[src/rtl/clkdiv_pkg.sv]
package clkdiv_pkg;

  typedef enum logic [1:0] {
    ST_HOLD  = 2'd0,
    ST_ARM   = 2'd1,
    ST_DELAY = 2'd2,
    ST_RUN   = 2'd3
  } seq_state_e;

  // Effective ratio: a zero setting maps to one (source pass-through).
  function automatic int unsigned eff_ratio(input int unsigned raw);
    return (raw == 0) ? 1 : raw;
  endfunction

  // True when a level held for (cnt+1) half periods has reached its length.
  function automatic logic level_done(input int unsigned cnt, input int unsigned ratio);
    return (cnt + 1) >= ratio;
  endfunction

endpackage

[src/rtl/clkdiv_shadow.sv]
module clkdiv_shadow #(
  parameter int RATIO_W = 10,
  parameter int PHASE_W = 6
) (
  input  logic               clk,
  input  logic               rst_n,
  input  logic               load_i,
  input  logic [RATIO_W-1:0] ratio_i,
  input  logic [PHASE_W-1:0] phase_i,
  input  logic               inv_i,
  output logic [RATIO_W-1:0] ratio_o,
  output logic [PHASE_W-1:0] phase_o,
  output logic               inv_o
);
  import clkdiv_pkg::*;

  logic [RATIO_W-1:0] ratio_q;
  logic [PHASE_W-1:0] phase_q;
  logic               inv_q;

  always_ff @(posedge clk or negedge rst_n) begin
    if (!rst_n) begin
      ratio_q <= RATIO_W'(1);
      phase_q <= '0;
      inv_q   <= 1'b0;
    end else if (load_i) begin
      ratio_q <= RATIO_W'(eff_ratio(int'(ratio_i)));
      phase_q <= phase_i;
      inv_q   <= inv_i;
    end
  end

  assign ratio_o = ratio_q;
  assign phase_o = phase_q;
  assign inv_o   = inv_q;


  shadow_hold_chk: assert property (@(posedge clk) disable iff (!rst_n)
    !load_i |=> $stable({ratio_q, phase_q, inv_q}));


  ratio_nonzero_chk: assert property (@(posedge clk) disable iff (!rst_n)
    load_i && (ratio_i == '0) |=> (ratio_q == RATIO_W'(1)));

endmodule

[src/rtl/clkdiv_seq.sv]
module clkdiv_seq #(
  parameter int PHASE_W = 6
) (
  input  logic               clk,
  input  logic               rst_n,
  input  logic               sync_n_i,
  input  logic               src_ph_i,
  input  logic [PHASE_W-1:0] phase_i,
  output logic               load_o,
  output logic               start_o,
  output logic               hold_o,
  output logic               running_o
);
  import clkdiv_pkg::*;

  seq_state_e         st_q, st_d;
  logic [PHASE_W-1:0] dly_q, dly_d;

  // Named events for the assertions and the waveform generator.
  logic arm_hit;     // reference source edge seen while armed
  logic delay_done;  // programmed delay has elapsed

  assign arm_hit    = (st_q == ST_ARM) && sync_n_i && src_ph_i;
  assign delay_done = (st_q == ST_DELAY) && sync_n_i && (dly_q == '0);
  assign start_o    = (arm_hit && (phase_i == '0)) || delay_done;
  assign load_o     = (st_q == ST_HOLD);
  assign hold_o     = !sync_n_i;
  assign running_o  = (st_q == ST_RUN);

  always_comb begin
    st_d  = st_q;
    dly_d = dly_q;
    if (!sync_n_i) begin
      st_d  = ST_HOLD;
      dly_d = '0;
    end else begin
      unique case (st_q)
        ST_HOLD: st_d = ST_ARM;
        ST_ARM: begin
          if (src_ph_i) begin
            if (phase_i == '0) begin
              st_d = ST_RUN;
            end else begin
              st_d  = ST_DELAY;
              dly_d = phase_i - PHASE_W'(1);
            end
          end
        end
        ST_DELAY: begin
          if (dly_q == '0) st_d = ST_RUN;
          else             dly_d = dly_q - PHASE_W'(1);
        end
        ST_RUN:  st_d = ST_RUN;
        default: st_d = ST_HOLD;
      endcase
    end
  end

  always_ff @(posedge clk or negedge rst_n) begin
    if (!rst_n) begin
      st_q  <= ST_HOLD;
      dly_q <= '0;
    end else begin
      st_q  <= st_d;
      dly_q <= dly_d;
    end
  end


  arm_wait_chk: assert property (@(posedge clk) disable iff (!rst_n)
    (st_q == ST_ARM) && sync_n_i && !src_ph_i |=> (st_q == ST_ARM));


  dly_range_chk: assert property (@(posedge clk) disable iff (!rst_n)
    (st_q == ST_DELAY) |-> (dly_q < phase_i));


  sync_clear_chk: assert property (@(posedge clk) disable iff (!rst_n)
    !sync_n_i |=> !running_o);

endmodule

[src/rtl/clkdiv_wave.sv]
module clkdiv_wave #(
  parameter int RATIO_W = 10
) (
  input  logic               clk,
  input  logic               rst_n,
  input  logic               hold_i,
  input  logic               start_i,
  input  logic               running_i,
  input  logic [RATIO_W-1:0] ratio_i,
  output logic               lvl_o
);
  import clkdiv_pkg::*;

  logic [RATIO_W-1:0] cnt_q;
  logic               lvl_q;
  logic               flip;   // current level has lasted its N half periods

  assign flip = level_done(int'(cnt_q), int'(ratio_i));

  always_ff @(posedge clk or negedge rst_n) begin
    if (!rst_n) begin
      cnt_q <= '0;
      lvl_q <= 1'b0;
    end else if (hold_i) begin
      cnt_q <= '0;
      lvl_q <= 1'b0;
    end else if (start_i) begin
      cnt_q <= '0;
      lvl_q <= 1'b1;
    end else if (running_i) begin
      if (flip) begin
        cnt_q <= '0;
        lvl_q <= ~lvl_q;
      end else begin
        cnt_q <= cnt_q + RATIO_W'(1);
      end
    end
  end

  assign lvl_o = lvl_q;


  cnt_range_chk: assert property (@(posedge clk) disable iff (!rst_n)
    cnt_q < ratio_i);


  hold_low_chk: assert property (@(posedge clk) disable iff (!rst_n)
    hold_i |=> !lvl_q);


  rise_flag_chk: assert property (@(posedge clk) disable iff (!rst_n)
    $rose(lvl_q) |-> running_i);

endmodule

[src/rtl/clkdiv_chan.sv]
module clkdiv_chan #(
  parameter int RATIO_W = 10,
  parameter int PHASE_W = 6
) (
  input  logic               clk,
  input  logic               rst_n,
  input  logic               src_ph_i,
  input  logic               sync_n_i,
  input  logic [RATIO_W-1:0] ratio_i,
  input  logic [PHASE_W-1:0] phase_i,
  input  logic               invert_i,
  output logic               clk_div_o,
  output logic               running_o
);

  logic               load, start, hold, running, lvl;
  logic [RATIO_W-1:0] ratio_sh;
  logic [PHASE_W-1:0] phase_sh;
  logic               inv_sh;

  clkdiv_shadow #(.RATIO_W(RATIO_W), .PHASE_W(PHASE_W)) u_shadow (
    .clk     (clk),
    .rst_n   (rst_n),
    .load_i  (load),
    .ratio_i (ratio_i),
    .phase_i (phase_i),
    .inv_i   (invert_i),
    .ratio_o (ratio_sh),
    .phase_o (phase_sh),
    .inv_o   (inv_sh)
  );

  clkdiv_seq #(.PHASE_W(PHASE_W)) u_seq (
    .clk       (clk),
    .rst_n     (rst_n),
    .sync_n_i  (sync_n_i),
    .src_ph_i  (src_ph_i),
    .phase_i   (phase_sh),
    .load_o    (load),
    .start_o   (start),
    .hold_o    (hold),
    .running_o (running)
  );

  clkdiv_wave #(.RATIO_W(RATIO_W)) u_wave (
    .clk       (clk),
    .rst_n     (rst_n),
    .hold_i    (hold),
    .start_i   (start),
    .running_i (running),
    .ratio_i   (ratio_sh),
    .lvl_o     (lvl)
  );

  assign clk_div_o = lvl ^ inv_sh;
  assign running_o = running;


  idle_level_chk: assert property (@(posedge clk) disable iff (!rst_n)
    !running_o |-> (clk_div_o == inv_sh));

endmodule

[config.mk]
export PLATFORM = sky130hd
export DESIGN_NAME = clkdiv_chan
export DESIGN_NICKNAME = d
export VERILOG_FILES = /design/src/rtl/clkdiv_pkg.sv /design/src/rtl/clkdiv_shadow.sv /design/src/rtl/clkdiv_seq.sv /design/src/rtl/clkdiv_wave.sv /design/src/rtl/clkdiv_chan.sv
export SDC_FILE = /design/constraint.sdc
export NUM_CORES = 1
export LEC_CHECK = 0
export ABC_AREA = 1
export BUFFER_PORTS_ARGS = -buffer_cell sky130_fd_sc_hd__buf_2
export CAP_MARGIN = 0
export CORE_MARGIN = 8
export CORE_UTILIZATION = 45
export CTS_CLUSTER_DIAMETER = 120
export DETAILED_ROUTE_END_ITERATION = 7
export GPL_TIMING_DRIVEN = 0
export MAX_ROUTING_LAYER = met4
export PLACE_DENSITY = 0.65
export SETUP_SLACK_MARGIN = 0.15
export SYNTH_ARGS = -nofsm -noshare
export SYNTH_HDL_FRONTEND = slang
export SYNTH_HIERARCHICAL = 1
export SYNTH_SLANG_ARGS = --single-unit
export TNS_END_PERCENT = 10
[constraint.sdc]
create_clock -name clk -period 2.21 [get_ports clk]
set_clock_uncertainty 0.15 [all_clocks]
set_input_delay 0 -clock clk [delete_from_list [all_inputs] [get_ports clk]]
set_output_delay 0 -clock clk [all_outputs]
set_load 0.02 [all_outputs]
==> run metrics <==
vias in the first global route 2172; vias per cell 4.87; largest net degree at the start of global routing 37; final worst path period share 102%; drt drc 0; DIE AREA between 7000 and 8000 µm²; gpl congestion between 0.8 and 0.9; endpoints failing setup 3; io pins 23; Comb power frac between 50% and 60%; critical path, cell by cell nand2_2 > nor2_4 > nand2_2 > xor2_2 > inv_2 > ha_4 > nand2_4 > inv_2 > a21oi_2 > nand2_1 > nand2_2 > nand2_4 > clkbuf_16 > o21ai_1; DR iter-0 viols 107; Die Y 88.5 µm; final slew viol count 0; unrepaired setup endpoints after global routing yes; TritonCTS clock tree done; clk buf depth 2; Worst Path Required 2.26 ns; Mapped Area between 2000 and 2500 µm²; Root Buffer clkbuf_8; initial antenna violation count 0; final cell count without fillers roughly 450; Pwr per Cell Area between 1000 and 1500 nW/µm²; status complete, but fails checks; switching fraction of total power about 40%; max frequency between 400 and 500 MHz; Internal Pwr Total just over 2 mW; # fillers 450; Ant. Diodes 0; first-pass GRT wire length around 9500 µm; # clock sinks 36; fin crit period 2.25 ns; vias between 2000 and 2500; Port Buffers 22; Synth Register Bits 36; synth unique cells 32; first drt pass iteration count 4; Worst Hold Class in -> async; dpl hpwl 3560 µm; most common cell after layout, fill and taps aside nand2_1; Initial Utilization ~46%; Post-Synth XOR/XNOR Area under 10%; Psw 1.35 mW; Worst-path clk slew ~0.07 ns; Net Count, Synth 338; WL/cell 13.0 µm; adder and majority gate portion of the synthesized area just under 6%; Core ar. 5110 µm²; Slew HR between 40 and 50%; power share of the clock group 15.0%; clk_lat worst skew around 0.28 ns; htree depth 2; Yosys Warn Count 6; maxcap violations 0; crit path launch type flop; sequential element share of the synthesized area about two fifths; DP Worst Slack -0.0361 ns; worst hold margin 0.228 ns; most frequent cells in the layout nand2_1 (87), inv_1 (41), dfrtp_1 (32); Die Span X 88.5 µm; simple-gate portion of the synthesized area 29.4%; most used cell, CP nand2_2; Tot GR Track Use around 16%; leak pwr between 1.5 and 2 nW; share of layout cells above drive strength 1 33.4%; TritonCTS buffer count 5; Worst-Margin Slew 0.834 ns; Antenna Nets Post-Route 0; post-synthesis compound-gate area fraction under 10%; CP max stage cell dfrtp_1; area grow syn2layout 36.6%; worst IR drop on VDD between 0.6 and 0.7 mV; Final Hold Viols 0; row count 26; main combinational cell family by area after synthesis simple AND/OR/NAND/NOR gates; sequential share of power roughly 33%; CP max stage delay 0.43 ns; critical path arrival 2.30 ns; final setup margin -0.0388 ns; nets@finish ~400; worst-path maximum fanout 5; failing checks setup timing; Avg Inst Size Synth about 7.7 µm²; Placed Instances 398; critical path class reg -> reg; grt ovf 0; Crit. End Element flop; multiplexer area fraction after synthesis under 10%; Gate Count Post-Synth 306; DRT Wirelength 5800 µm
## path summary, 6_finish.rpt
| check | from | end | slack, ns | cells after the start |
|---|---|---|---|---|
| max | u_wave/cnt_q[1] | u_wave/cnt_q[4] | -0.04 | 14 |
| min | rst_n | u_seq/dly_q[1] | 0.23 | 2 |
| max reg2reg | u_wave/cnt_q[1] | u_wave/cnt_q[4] | -0.04 | 14 |
| min reg2reg | u_seq/dly_q[1] | u_seq/dly_q[1] | 0.33 | 2 |
| max in group asynchronous | rst_n | u_wave/cnt_q[2] | 1.11 | 2 |
| min in group clk | u_seq/dly_q[1] | u_seq/dly_q[1] | 0.33 | 2 |
## metrics by stage
step           setup TNS (ns)  area (µm²)  total power, mW  utilization [%]
3_5_place_dp           -0.224        2580             2.67             50.5
6_report              -0.0469        3230             3.38             63.3
4_1_cts                     0        3040             3.27             59.5
2_1_floorplan               0        2380             2.34                -
3_3_place_gp           -0.118        2580             2.63             50.5
5_1_grt                -0.881        3230             3.72             63.3
## sequential cells by signal, summed over array words and instances (netlist names)
register / flops
u_seq/dly_q: 6
u_seq/st_q: 2
u_shadow/inv_o: 1
u_shadow/phase_o: 6
u_shadow/ratio_o: 10
u_wave/cnt_q: 10
u_wave/lvl_o: 1
## power groups by stage
stage          logic, mW  clock network [mW]  registers (mW)
3_5_place_dp        1.55                   0            1.12
4_1_cts             1.64               0.531            1.10
3_3_place_gp        1.52                   0            1.11
5_1_grt             2.02               0.561            1.14
6_report            1.77               0.507            1.10
2_1_floorplan       1.28                   0            1.06
## cell usage after synthesis
master | count | share of area [%]
buf_6 | 2 | 0.95
nand3_2 | 1 | 0.42
inv_2 | 3 | 0.48
nand2_4 | 1 | 0.48
nand3_1 | 16 | 3.4
xnor2_1 | 2 | 0.74
and3_1 | 1 | 0.26
nand3_4 | 1 | 0.74
a21oi_1 | 3 | 0.63
nor2_1 | 29 | 4.6
nand2_1 | 94 | 15
buf_2 | 1 | 0.21
o31ai_1 | 1 | 0.32
buf_4 | 1 | 0.32
o21ai_2 | 1 | 0.37
mux2_4 | 8 | 5.1
buf_12 | 1 | 0.85
mux2_2 | 8 | 3.8
inv_1 | 48 | 7.6
dfrtp_1 | 35 | 37
nor2_4 | 3 | 1.4
o21ai_0 | 13 | 2.7
clkbuf_1 | 1 | 0.16
o21bai_1 | 2 | 0.63
nor2_2 | 3 | 0.79
xor2_1 | 3 | 1.1
nand4_1 | 3 | 0.79
ha_1 | 11 | 5.8
dfstp_2 | 1 | 1.1
nand3b_1 | 1 | 0.32
o21ai_1 | 3 | 0.63
nand2_2 | 5 | 1.3
## critical path, delay by kind of cell, from the launching register on
| kind | cells | cell delay (ns) |
|---|---|---|
| flops | 1 | 0.43 |
| compound gates | 2 | 0.24 |
| buf+inv | 3 | 0.28 |
| xor+xnor | 1 | 0.18 |
| simple gates | 7 | 0.63 |
| fa+ha+maj | 1 | 0.24 |
## repair_timing
action                     CTS  global route
hold buffers                20             0
gates cloned                 0             1
gates resized for setup     14            36
setup endpoints to repair   11            11
buffers inserted            17             3
pin swaps                    7            24
hold endpoints to repair    54             0
## cells by family (layout without fill, tap and decap cells)
family                   Yosys count  in the layout
AO/OA/AOI/OAI                     23             23
flip-flops                        36             36
XOR/XNOR                           5              5
buffers and inverters             57            128
adder cells (fa/ha/maj)           11             11
AND/OR/NAND/NOR                  158            158
multiplexers                      16             16
## metal layers
layer / wire length (µm) / track usage (%)
met1: 2710 / 18.1
met2: 2810 / 27.2
met3: 211 / 3.34
met5: 0 / -
met4: 68 / 4.30
## area by class of cell
type                       instances  area (µm²)  share of cell area, %
multi-input combinational        213        1390                   43.1
sequential                        36         906                   28.0
timing repair buffer              63         489                   15.1
inverter                          51         191                   5.92
clock buffer                       8         100                   3.10
tap                               70        87.6                   2.71
buffer                             6        66.3                   2.05
No activity file was read; power rests on OpenSTA's default activity.
